[src/rtl/rtc_idx_pkg.sv]
package rtc_idx_pkg;
  localparam int unsigned SLOT_A = 10;
  localparam int unsigned SLOT_B = 11;
  localparam int unsigned SLOT_C = 12;
  localparam int unsigned SLOT_D = 13;

  localparam int unsigned B_SET = 7;
  localparam int unsigned B_PIE = 6;
  localparam int unsigned B_AIE = 5;
  localparam int unsigned B_UIE = 4;

  localparam int unsigned C_IRQ = 7;
  localparam int unsigned C_PF  = 6;
  localparam int unsigned C_AF  = 5;
  localparam int unsigned C_UF  = 4;

  localparam logic [7:0] RST_A = 8'h26;
  localparam logic [7:0] RST_B = 8'h02;
  localparam logic [7:0] VAL_D = 8'h80;

  function automatic logic is_time_slot(input int unsigned s);
    return (s == 0) || (s == 2) || (s == 4) || (s == 6) ||
           (s == 7) || (s == 8) || (s == 9);
  endfunction

  function automatic logic is_ctl_slot(input int unsigned s);
    return (s >= SLOT_A) && (s <= SLOT_D);
  endfunction
endpackage

[src/rtl/host_index.sv]
module host_index #(
  parameter int unsigned IDX_W = 7
) (
  input  logic             clk_i,
  input  logic             rst_ni,
  input  logic             ld_i,
  input  logic [IDX_W-1:0] d_i,
  output logic [IDX_W-1:0] idx_o
);
  always_ff @(posedge clk_i or negedge rst_ni) begin
    if (!rst_ni)   idx_o <= '0;
    else if (ld_i) idx_o <= d_i;
  end
endmodule

[src/rtl/byte_store.sv]
module byte_store #(
  parameter int unsigned DEPTH  = 128,
  parameter int unsigned DATA_W = 8,
  localparam int unsigned AW    = $clog2(DEPTH)
) (
  input  logic              clk_i,
  input  logic              rst_ni,
  input  logic              we_i,
  input  logic [AW-1:0]     addr_i,
  input  logic [DATA_W-1:0] wdata_i,
  output logic [DATA_W-1:0] rdata_o
);
  logic [DATA_W-1:0] mem_q [DEPTH];

  always_ff @(posedge clk_i or negedge rst_ni) begin
    if (!rst_ni) begin
      for (int i = 0; i < DEPTH; i++) mem_q[i] <= '0;
    end else if (we_i) begin
      mem_q[addr_i] <= wdata_i;
    end
  end

  assign rdata_o = mem_q[addr_i];
endmodule

[src/rtl/ctrl_regs.sv]
module ctrl_regs
  import rtc_idx_pkg::*;
(
  input  logic       clk_i,
  input  logic       rst_ni,
  input  logic       wr_a_i,
  input  logic       wr_b_i,
  input  logic       wr_time_i,
  input  logic [7:0] wdata_i,
  input  logic       upd_start_i,
  input  logic       upd_end_i,
  output logic [7:0] a_o,
  output logic [7:0] b_o,
  output logic       reload_o
);
  logic [6:0] a_low_q;
  logic       uip_q, uip_d;
  logic [7:0] b_q;
  logic       reload_q, reload_d;

  // uip priority: entering set mode > update end > update start
  always_comb begin
    uip_d = uip_q;
    if (upd_start_i && !b_q[B_SET]) uip_d = 1'b1;
    if (upd_end_i)                  uip_d = 1'b0;
    if (wr_b_i && wdata_i[B_SET])   uip_d = 1'b0;
  end

  always_comb begin
    reload_d = 1'b0;
    if (wr_time_i && !b_q[B_SET])                    reload_d = 1'b1;
    if (wr_b_i && !wdata_i[B_SET] && b_q[B_SET])     reload_d = 1'b1;
  end

  always_ff @(posedge clk_i or negedge rst_ni) begin
    if (!rst_ni) begin
      a_low_q  <= RST_A[6:0];
      uip_q    <= RST_A[7];
      b_q      <= RST_B;
      reload_q <= 1'b0;
    end else begin
      uip_q    <= uip_d;
      reload_q <= reload_d;
      if (wr_a_i) a_low_q <= wdata_i[6:0];
      if (wr_b_i) begin
        b_q        <= wdata_i;
        b_q[B_UIE] <= wdata_i[B_UIE] & ~wdata_i[B_SET];
      end
    end
  end

  assign a_o      = {uip_q, a_low_q};
  assign b_o      = b_q;
  assign reload_o = reload_q;

  AST_UIP_HELD_ON_A_WRITE: assert property (@(posedge clk_i) disable iff (!rst_ni)
    (wr_a_i && !wr_b_i && !upd_start_i && !upd_end_i) |=> (a_o[7] == $past(a_o[7])));
  AST_SET_DROPS_UIE: assert property (@(posedge clk_i) disable iff (!rst_ni)
    b_o[B_SET] |-> !b_o[B_UIE]);
  AST_NO_UIP_IN_SET: assert property (@(posedge clk_i) disable iff (!rst_ni)
    b_o[B_SET] |-> !a_o[7]);
  AST_NO_RELOAD_WHEN_IDLE: assert property (@(posedge clk_i) disable iff (!rst_ni)
    (!wr_time_i && !wr_b_i) |=> !reload_o);
endmodule

[src/rtl/flag_reg.sv]
module flag_reg
  import rtc_idx_pkg::*;
(
  input  logic       clk_i,
  input  logic       rst_ni,
  input  logic [7:0] ctl_b_i,
  input  logic       periodic_i,
  input  logic       alarm_i,
  input  logic       upd_end_i,
  input  logic       rd_clr_i,
  output logic [7:0] c_o,
  output logic       irq_o
);
  logic [7:0] c_q, set_mask;

  always_comb begin
    set_mask = '0;
    if (periodic_i && ctl_b_i[B_PIE]) begin
      set_mask[C_IRQ] = 1'b1;
      set_mask[C_PF]  = 1'b1;
    end
    if (alarm_i && ctl_b_i[B_AIE]) begin
      set_mask[C_IRQ] = 1'b1;
      set_mask[C_AF]  = 1'b1;
    end
    if (upd_end_i) begin
      set_mask[C_UF] = 1'b1;
      if (ctl_b_i[B_UIE]) set_mask[C_IRQ] = 1'b1;
    end
  end

  // same-cycle set beats clear-on-read
  always_ff @(posedge clk_i or negedge rst_ni) begin
    if (!rst_ni) c_q <= '0;
    else         c_q <= (rd_clr_i ? 8'h00 : c_q) | set_mask;
  end

  assign c_o   = c_q;
  assign irq_o = c_q[C_IRQ];

  AST_READ_CLEARS_C: assert property (@(posedge clk_i) disable iff (!rst_ni)
    (rd_clr_i && !periodic_i && !alarm_i && !upd_end_i) |=> (c_o == 8'h00 && !irq_o));
  AST_UF_ALWAYS_SETS: assert property (@(posedge clk_i) disable iff (!rst_ni)
    upd_end_i |=> c_o[C_UF]);
  AST_IRQ_HAS_SOURCE: assert property (@(posedge clk_i) disable iff (!rst_ni)
    irq_o |-> (c_o[C_PF] || c_o[C_AF] || c_o[C_UF]));
  AST_PF_GATED: assert property (@(posedge clk_i) disable iff (!rst_ni)
    (!c_o[C_PF] && !ctl_b_i[B_PIE]) |=> !c_o[C_PF]);
endmodule

[src/rtl/rtc_host_regs.sv]
module rtc_host_regs
  import rtc_idx_pkg::*;
#(
  parameter int unsigned DEPTH  = 128,
  parameter int unsigned DATA_W = 8,
  localparam int unsigned IDX_W = $clog2(DEPTH)
) (
  input  logic              clk_i,
  input  logic              rst_ni,
  input  logic              cs_i,
  input  logic              we_i,
  input  logic              addr_i,
  input  logic [DATA_W-1:0] wdata_i,
  output logic [DATA_W-1:0] rdata_o,
  input  logic              periodic_evt_i,
  input  logic              alarm_evt_i,
  input  logic              upd_start_i,
  input  logic              upd_end_i,
  output logic              reload_o,
  output logic              irq_o
);
  logic [IDX_W-1:0]  idx;
  logic [DATA_W-1:0] store_rd, a_val, b_val, c_val;
  logic              dat_wr, dat_rd, sel_ctl, sel_time;
  int unsigned       idx_n;

  assign idx_n    = int'(idx);
  assign dat_wr   = cs_i && addr_i && we_i;
  assign dat_rd   = cs_i && addr_i && !we_i;
  assign sel_ctl  = is_ctl_slot(idx_n);
  assign sel_time = is_time_slot(idx_n);

  host_index #(.IDX_W(IDX_W)) u_idx (
    .clk_i (clk_i),
    .rst_ni(rst_ni),
    .ld_i  (cs_i && !addr_i && we_i),
    .d_i   (wdata_i[IDX_W-1:0]),
    .idx_o (idx)
  );

  byte_store #(.DEPTH(DEPTH), .DATA_W(DATA_W)) u_store (
    .clk_i  (clk_i),
    .rst_ni (rst_ni),
    .we_i   (dat_wr && !sel_ctl),
    .addr_i (idx),
    .wdata_i(wdata_i),
    .rdata_o(store_rd)
  );

  ctrl_regs u_ctl (
    .clk_i      (clk_i),
    .rst_ni     (rst_ni),
    .wr_a_i     (dat_wr && idx_n == SLOT_A),
    .wr_b_i     (dat_wr && idx_n == SLOT_B),
    .wr_time_i  (dat_wr && sel_time),
    .wdata_i    (wdata_i),
    .upd_start_i(upd_start_i),
    .upd_end_i  (upd_end_i),
    .a_o        (a_val),
    .b_o        (b_val),
    .reload_o   (reload_o)
  );

  flag_reg u_flags (
    .clk_i     (clk_i),
    .rst_ni    (rst_ni),
    .ctl_b_i   (b_val),
    .periodic_i(periodic_evt_i),
    .alarm_i   (alarm_evt_i),
    .upd_end_i (upd_end_i),
    .rd_clr_i  (dat_rd && idx_n == SLOT_C),
    .c_o       (c_val),
    .irq_o     (irq_o)
  );

  always_comb begin
    if (!addr_i) rdata_o = '1;
    else begin
      unique case (idx_n)
        SLOT_A:  rdata_o = a_val;
        SLOT_B:  rdata_o = b_val;
        SLOT_C:  rdata_o = c_val;
        SLOT_D:  rdata_o = VAL_D;
        default: rdata_o = store_rd;
      endcase
    end
  end

  AST_INDEX_PORT_READS_ONES: assert property (@(posedge clk_i) disable iff (!rst_ni)
    (cs_i && !we_i && !addr_i) |-> (rdata_o == 8'hFF));
  AST_D_CONSTANT: assert property (@(posedge clk_i) disable iff (!rst_ni)
    (dat_rd && idx_n == SLOT_D) |-> (rdata_o == 8'h80));
  AST_C_IGNORES_WRITE: assert property (@(posedge clk_i) disable iff (!rst_ni)
    (dat_wr && idx_n == SLOT_C && !periodic_evt_i && !alarm_evt_i && !upd_end_i)
      |=> (c_val == $past(c_val)));
endmodule

[config.mk]
export PLATFORM = sky130hd
export DESIGN_NAME = rtc_host_regs
export DESIGN_NICKNAME = d
export VERILOG_FILES = /design/src/rtl/rtc_idx_pkg.sv /design/src/rtl/host_index.sv /design/src/rtl/byte_store.sv /design/src/rtl/ctrl_regs.sv /design/src/rtl/flag_reg.sv /design/src/rtl/rtc_host_regs.sv
export SDC_FILE = /design/constraint.sdc
export NUM_CORES = 1
export LEC_CHECK = 0
export BUFFER_PORTS_ARGS = -buffer_cell sky130_fd_sc_hd__buf_4
export CAP_MARGIN = 30
export CORE_MARGIN = 3
export CORE_UTILIZATION = 60
export CTS_BUF_LIST = sky130_fd_sc_hd__clkbuf_2 sky130_fd_sc_hd__clkbuf_4 sky130_fd_sc_hd__clkbuf_8
export DETAILED_ROUTE_END_ITERATION = 12
export GPL_TIMING_DRIVEN = 0
export PLACE_DENSITY = 0.79
export SETUP_SLACK_MARGIN = 0.2
export SLEW_MARGIN = 25
export SYNTH_ARGS = -nofsm -noshare
export SYNTH_HDL_FRONTEND = slang
export SYNTH_SLANG_ARGS = --single-unit
[constraint.sdc]
create_clock -name clk_i -period 2.52 [get_ports clk_i]
set_input_delay 0.504 -clock clk_i [delete_from_list [all_inputs] [get_ports clk_i]]
set_output_delay 0.504 -clock clk_i [all_outputs]
set_load 0.005 [all_outputs]
=== Yosys cells after proc, flatten, opt, wreduce, memory -nomap -nowiden ===
Cells that the tools add are included.

* Register bits: 1,056
* Output and inout bits: 10

* Magnitude comparators: 4
* Eq/ne operators: 10
* Mux-type cells: 20
* Bitwise gates (word level): 4
* Reductions and logical operators: 32

{| class="wikitable"
|+ Operators with widths
! cell !! count
|-
| bitwise mux 1024 bit || 1
|-
| binary-select mux 8 bit (select 7 bit) || 1
|-
| demux 8 bit (select 7 bit) || 1
|-
| == test 7 x 4 -> 1 bit (second input constant) || 6
|-
| 2-to-1 mux 8 bit || 5
|-
| zero test 32 bit || 1
|-
| case mux 8 bit (4 select lines) || 1
|-
| == test 7 x 3 -> 1 bit (second input constant) || 3
|-
| logical AND 1 bit || 19
|-
| 2-to-1 mux 1 bit || 10
|-
| >= comparator 8 bit (second input constant) || 1
|-
| < comparator 8 x 1 -> 1 bit (second input constant) || 1
|-
| NOT 7 -> 8 bit || 1
|-
| OR 8 bit || 1
|-
| == test 7 x 2 -> 1 bit (second input constant) || 1
|-
| >= comparator 7 x 4 -> 1 bit (second input constant) || 1
|-
| less-or-equal comparator 7 x 4 -> 1 bit (second input constant) || 1
|-
| logical OR 1 bit || 6
|-
| zero test 1 bit || 5
|-
| nonzero test 3 bit || 1
|-
| 2-to-1 mux 2 bit || 1
|-
| bitwise AND 1 bit || 1
|-
| NOT 1 bit || 1
|}

=== Depth between registers and ports, before layout ===
* Depth after elaboration: 11
* Depth in mapped cells: 11

=== By module ===
Synthesis repeated with hierarchy kept, for this count alone.

* Cells, all modules: 3,709
* Area, all modules: 48,667.9 µm²

{| class="wikitable"
|+ By module, submodules not included
! module !! times used !! cells an instance !! area an instance (µm²)
|-
| byte_store || 1 || 3,560 || 47,057.6
|-
| ctrl_regs || 1 || 43 || 691.9
|-
| rtc_host_regs || 1 || 70 || 432.9
|-
| host_index || 1 || 15 || 291.5
|-
| flag_reg || 1 || 21 || 193.9
|}

=== Worst setup path before layout ===
No wires, ideal clock.

* Path kind: reg2out
* Start point: register u_idx.idx_o[0]
* End point: output rdata_o[5]
* Arrival: 2.062 ns
* Data required time: 2.016 ns
* Path slack: -0.046 ns
* Cell stages (with the launch flop): 8
* Path through: dfrtp_1 -> buf_6 -> buf_2 -> mux4_2 -> a211oi_1 -> a21oi_1 -> a2111oi_4 -> a22oi_2

* Word-level cells in the longest chain between the ends: 6

{| class="wikitable"
|+ Ends and longest elaborated chain
! what !! RTL line !! RTL
|-
| start: declaration || host_index.sv:8 || <nowiki>output logic [IDX_W-1:0] idx_o</nowiki>
|-
| start signal: assignment || host_index.sv:12 || <nowiki>else if (ld_i) idx_o <= d_i;</nowiki>
|-
| NOT 7 -> 8 bit (not written as such) || byte_store.sv:23 || <nowiki>assign rdata_o = mem_q[addr_i];</nowiki>
|-
| binary-select mux 8 bit (select 7 bit) || byte_store.sv:23 ||
|-
| 2-to-1 mux 8 bit (not written as such) (2 in a row) || byte_store.sv:23 ||
|-
| case mux 8 bit (4 select lines) (*) || rtc_host_regs.sv:79 || <nowiki>unique case (idx_n)</nowiki>
|-
| 2-to-1 mux 8 bit (*) || rtc_host_regs.sv:77 || <nowiki>if (!addr_i) rdata_o = '1;</nowiki>
|-
| end: declaration || rtc_host_regs.sv:14 || <nowiki>output logic [DATA_W-1:0] rdata_o,</nowiki>
|}

Every way passes the cells marked *; elsewhere a longest branch is shown, timed or not. The select of a mux whose other input is x is not followed.

=== Worst setup path in the final report ===
Same ends and word-level chain as after synthesis.

==> run_results.csv <==
group,metric,value,unit
status,violations,"setup timing",
finish,drive_above_1_share,55.7,%
pwr,pwr-share-comb,21.2,%
timing,final.setup.worst_slack,-1.73,ns
critical_path,worst-path-max-fanout,10,
critical_path,crit_type,"flop to primary output",
finish,fin_nets,3548,
pwr,power.total,43.6,mW
routing,detail_route.drc_violations,0,
placed_design,place_congestion,0.986,
critical_path,crit_chain,"buf_12 > buf_16 > buf_16 > buf_16 > buf_6 > mux2i_1 > o22ai_1 > a211oi_1 > a211oi_1 > a21oi_2 > a22oi_2 > buf_4",
clock_network,cts_max_level,4,
job,maxCapViolCount,0,
synthesis,avgSynthCellArea,15.2,sq um
pwr,vdd_drop_max,0.565,mV
global_routing,met2_usage,56.6,%
global_routing,antenna_found_initial,7,
clock_network,clkTransAtPathRegs,0.06,ns
timing,fmax,235,MHz
synthesis,syn_nets,3209,
synthesis,async_flop_share,100,%
finish,areaGrowthSynthToFinish,19.7,%
synthesis,ys_warn_count,0,
global_routing,grtUsageMet3,12.1,%
synthesis,synth_ff_type,"dfrtp_1",
critical_path,critical_path_required,2.02,ns
timing,finalCritPeriodShare,169,%
worst_hold_path,min_path_type,"input port to flop",
synthesis,ys_ff_latch,1052,
die,rows,103,
die,initial_utilization,61.0,%
finish,final_cell_area,57900,sq um
critical_path,cp.arrival,3.74,ns
clock_network,cts-root-buf,"clkbuf_8",
clock_network,cts_made_buffers,168,
critical_path,crit_path_frequent_cell,"buf_16",
pwr,sequentialPowerShare,42.7,%
timing,relSlewSlack,26.7,%
synthesis,yosysSeqAreaShare,54.4,%
clock_network,clkSinkCount,1052,
routing,first_pass_iters,9,
global_routing,grt_pass1_wl,231,mm
global_routing,grt_usage,38.0,%
placed_design,dp_hpwl,107,mm
status,status,"finished with violations",
global_routing,grt-ovfl-total,0,
critical_path,start_kind,"flop",
global_routing,grt_use_met1,47.4,%
finish,layout_commonest_cell,"dfrtp_1",
timing,skew,0.0473,ns
critical_path,crit_path_max_incr_delay,0.45,ns
finish,final_cell_mix,"dfrtp_1 (1046), mux2_2 (977), clkbuf_8 (225)",
die,die_height,290,microns
synthesis,netlist.area_leader.share,54.2,%
die,die_w,290,microns
pwr,p_per_area,752,nW/um^2
synthesis,synthCells,3192,
synthesis,synthTopCellsByArea,"dfrtp_1 (54%), mux2_2 (23%), mux4_2 (8.3%), mux2i_1 (3.5%), clkbuf_1 (1.5%)",
clock_network,cts_tree,"built",
routing,wl_per_cell,34.5,microns
synthesis,syn_area,48400,sq um
finish,nFillCells,4688,
routing,wirelength,163,mm
die,ioPinCount,27,
die,die_area,84100,sq um
placed_design,place_area,50300,sq um
critical_path,cp-end-kind,"primary output",
timing,fin_crit,4.25,ns
global_routing,first_global_vias,33800,
pwr,p_leak,27.5,nW
timing,whs,0.0519,ns
timing,finalHoldViolations,0,
placed_design,portBuffers,18,
timing,slew_violations,0,
synthesis,synth_edf_count,0,
synthesis,synth_area_leader_cell,"dfrtp_1",
critical_path,path_buf_inv,6,
clock_network,cts_max_path_buffers,3,
pwr,power.internal,30.4,mW
timing,setup_violations,45,
synthesis,synth.distinct_cells,66,
pwr,p_sw,13.2,mW
clock_network,clk-insertion-delay-late,0.87,ns
critical_path,crit_slowest_cell,"a211oi_1",
pwr,p_clk_share,36.0,%
global_routing,gr-max-usage-layer,"met2",
timing,rsz0062_at_grt,"true",
routing,drtIter0Drc,3855,
placed_design,pre_cts_slack,-1.84,ns
routing,vias,32400,
pwr,switching_share,30.3,%
timing,tightest_slew,1.10,ns
critical_path,crit_family,"compound AO/OA/AOI/OAI gates",
die,core,79400,sq um
global_routing,grt_max_degree,156,
routing,ant_nets,0,
routing,viasPerCell,6.88,
==> worst register-to-register path, cell delays in order, from the launching register on <==
cell and delay [ns]:
dfrtp_2 0.47, nor2b_1 0.26, buf_4 0.39, nand2_4 0.39, nor2_2 0.58, mux2_2 0.41
==> registers in the layout, summed over array words and instances, names as in the netlist <==
name	count
u_ctl.uip_q	1
u_ctl.reload_o	1
u_flags.c_o	4
u_ctl.b_o	8
u_idx.idx_o	7
u_ctl.a_low_q	7
u_store.mem_q	1024
==> worst paths after layout <==
| check | start | endpoint | slack [ns] | cells after the start |
|---|---|---|---|---|
| worst max register to register | u_idx.idx_o[1]$_DFFE_PN0P_ | u_store.mem_q[223]$_DFFE_PN0P_ | -0.07 | 5 |
| worst min register to register | u_store.mem_q[936]$_DFFE_PN0P_ | u_store.mem_q[936]$_DFFE_PN0P_ | 0.45 | 1 |
| worst max-delay path | u_idx.idx_o[0]$_DFFE_PN0P_ | rdata_o[5] | -1.73 | 12 |
| max in group asynchronous | rst_ni | u_store.mem_q[248]$_DFFE_PN0P_ | 0.27 | 5 |
| min in group asynchronous | rst_ni | u_store.mem_q[825]$_DFFE_PN0P_ | 0.77 | 4 |
| worst min-delay path | upd_start_i | u_ctl.uip_q$_DFFE_PN0P_ | 0.05 | 3 |
==> timing repair <==
item / 4_1_cts / 5_1_grt
cloned: 4 / 5
setup endpoints to repair: 1018 / 1132
gates resized for setup: 389 / 128
setup buffers: 91 / 32
hold endpoints to repair: 433 / 0
hold buffers: 6 / 0
pin swaps: 67 / 44
==> cells in the mapped netlist (5+ instances only) <==
cell type and count:
o21ai_0 10, nand3_1 21, a22oi_1 56, o21a_1 7, mux2i_1 170, a22o_1 27, nor2_4 30, inv_1 10
nand3b_1 7, buf_4 17, clkbuf_1 190, a21oi_1 31, nor2_1 9, mux2_1 26, a211oi_1 50, nand2_2 22
nor2_2 56, a32oi_1 5, nand2_1 49, buf_6 23, o22ai_1 26, mux2_2 986, nor2b_1 8, buf_2 32
and2_1 6, dfrtp_1 1048, o221ai_1 24, a31oi_1 5, nand2b_1 5, mux4_2 178
==> cell families after synthesis <==
group / share of synthesized area [%]
flip-flops: 54.4
multiplexers: 35.4
AO/OA/AOI/OAI: 3.97
AND/OR/NAND/NOR: 3.37
buffers and inverters: 2.84
==> metal layers <==
| layer | wire length (microns) | vias up |
|---|---|---|
| li1 | - | 12600 |
| met1 | 58100 | 17100 |
| met2 | 72400 | 2048 |
| met3 | 18400 | 648 |
| met4 | 13800 | 10 |
| met5 | 107 | - |
==> through the flow <==
stage | cells | setup TNS [ns] | utilization [%]
2_1_floorplan | 3192 | 0 | -
3_3_place_gp | 4260 | - | 62.9
3_5_place_dp | 4273 | -360.28 | 63.4
4_1_cts | 4671 | -43.64 | 71.6
5_1_grt | 4710 | -14.18 | 73.0
6_report | 4711 | -14.43 | 73.0
==> cell type report <==
cell class              count  area [sq um]  area share, %
clock buffers             275          3450           5.95
plain buffers             268          2220           3.84
flip-flops and latches   1052         26300           45.5
inverters                  11          43.8         0.0756
multi-input cells        1862         22100           38.1
well taps                1050          1310           2.27
diodes                      3          7.51         0.0130
clock inverters            22           214          0.369
repair buffers            168          2270           3.92
==> power groups by stage <==
stage | combinational (mW) | sequential [mW] | clock [mW]
after floorplan | 4.24 | 18.6 | 0
after global placement | 7.02 | 18.7 | 0
after detailed placement | 7.27 | 18.8 | 0
after CTS | 8.61 | 18.6 | 15.7
after global routing | 9.38 | 18.7 | 16.6
final | 9.26 | 18.6 | 15.7
Note: power is estimated with default switching activity, not from simulation.
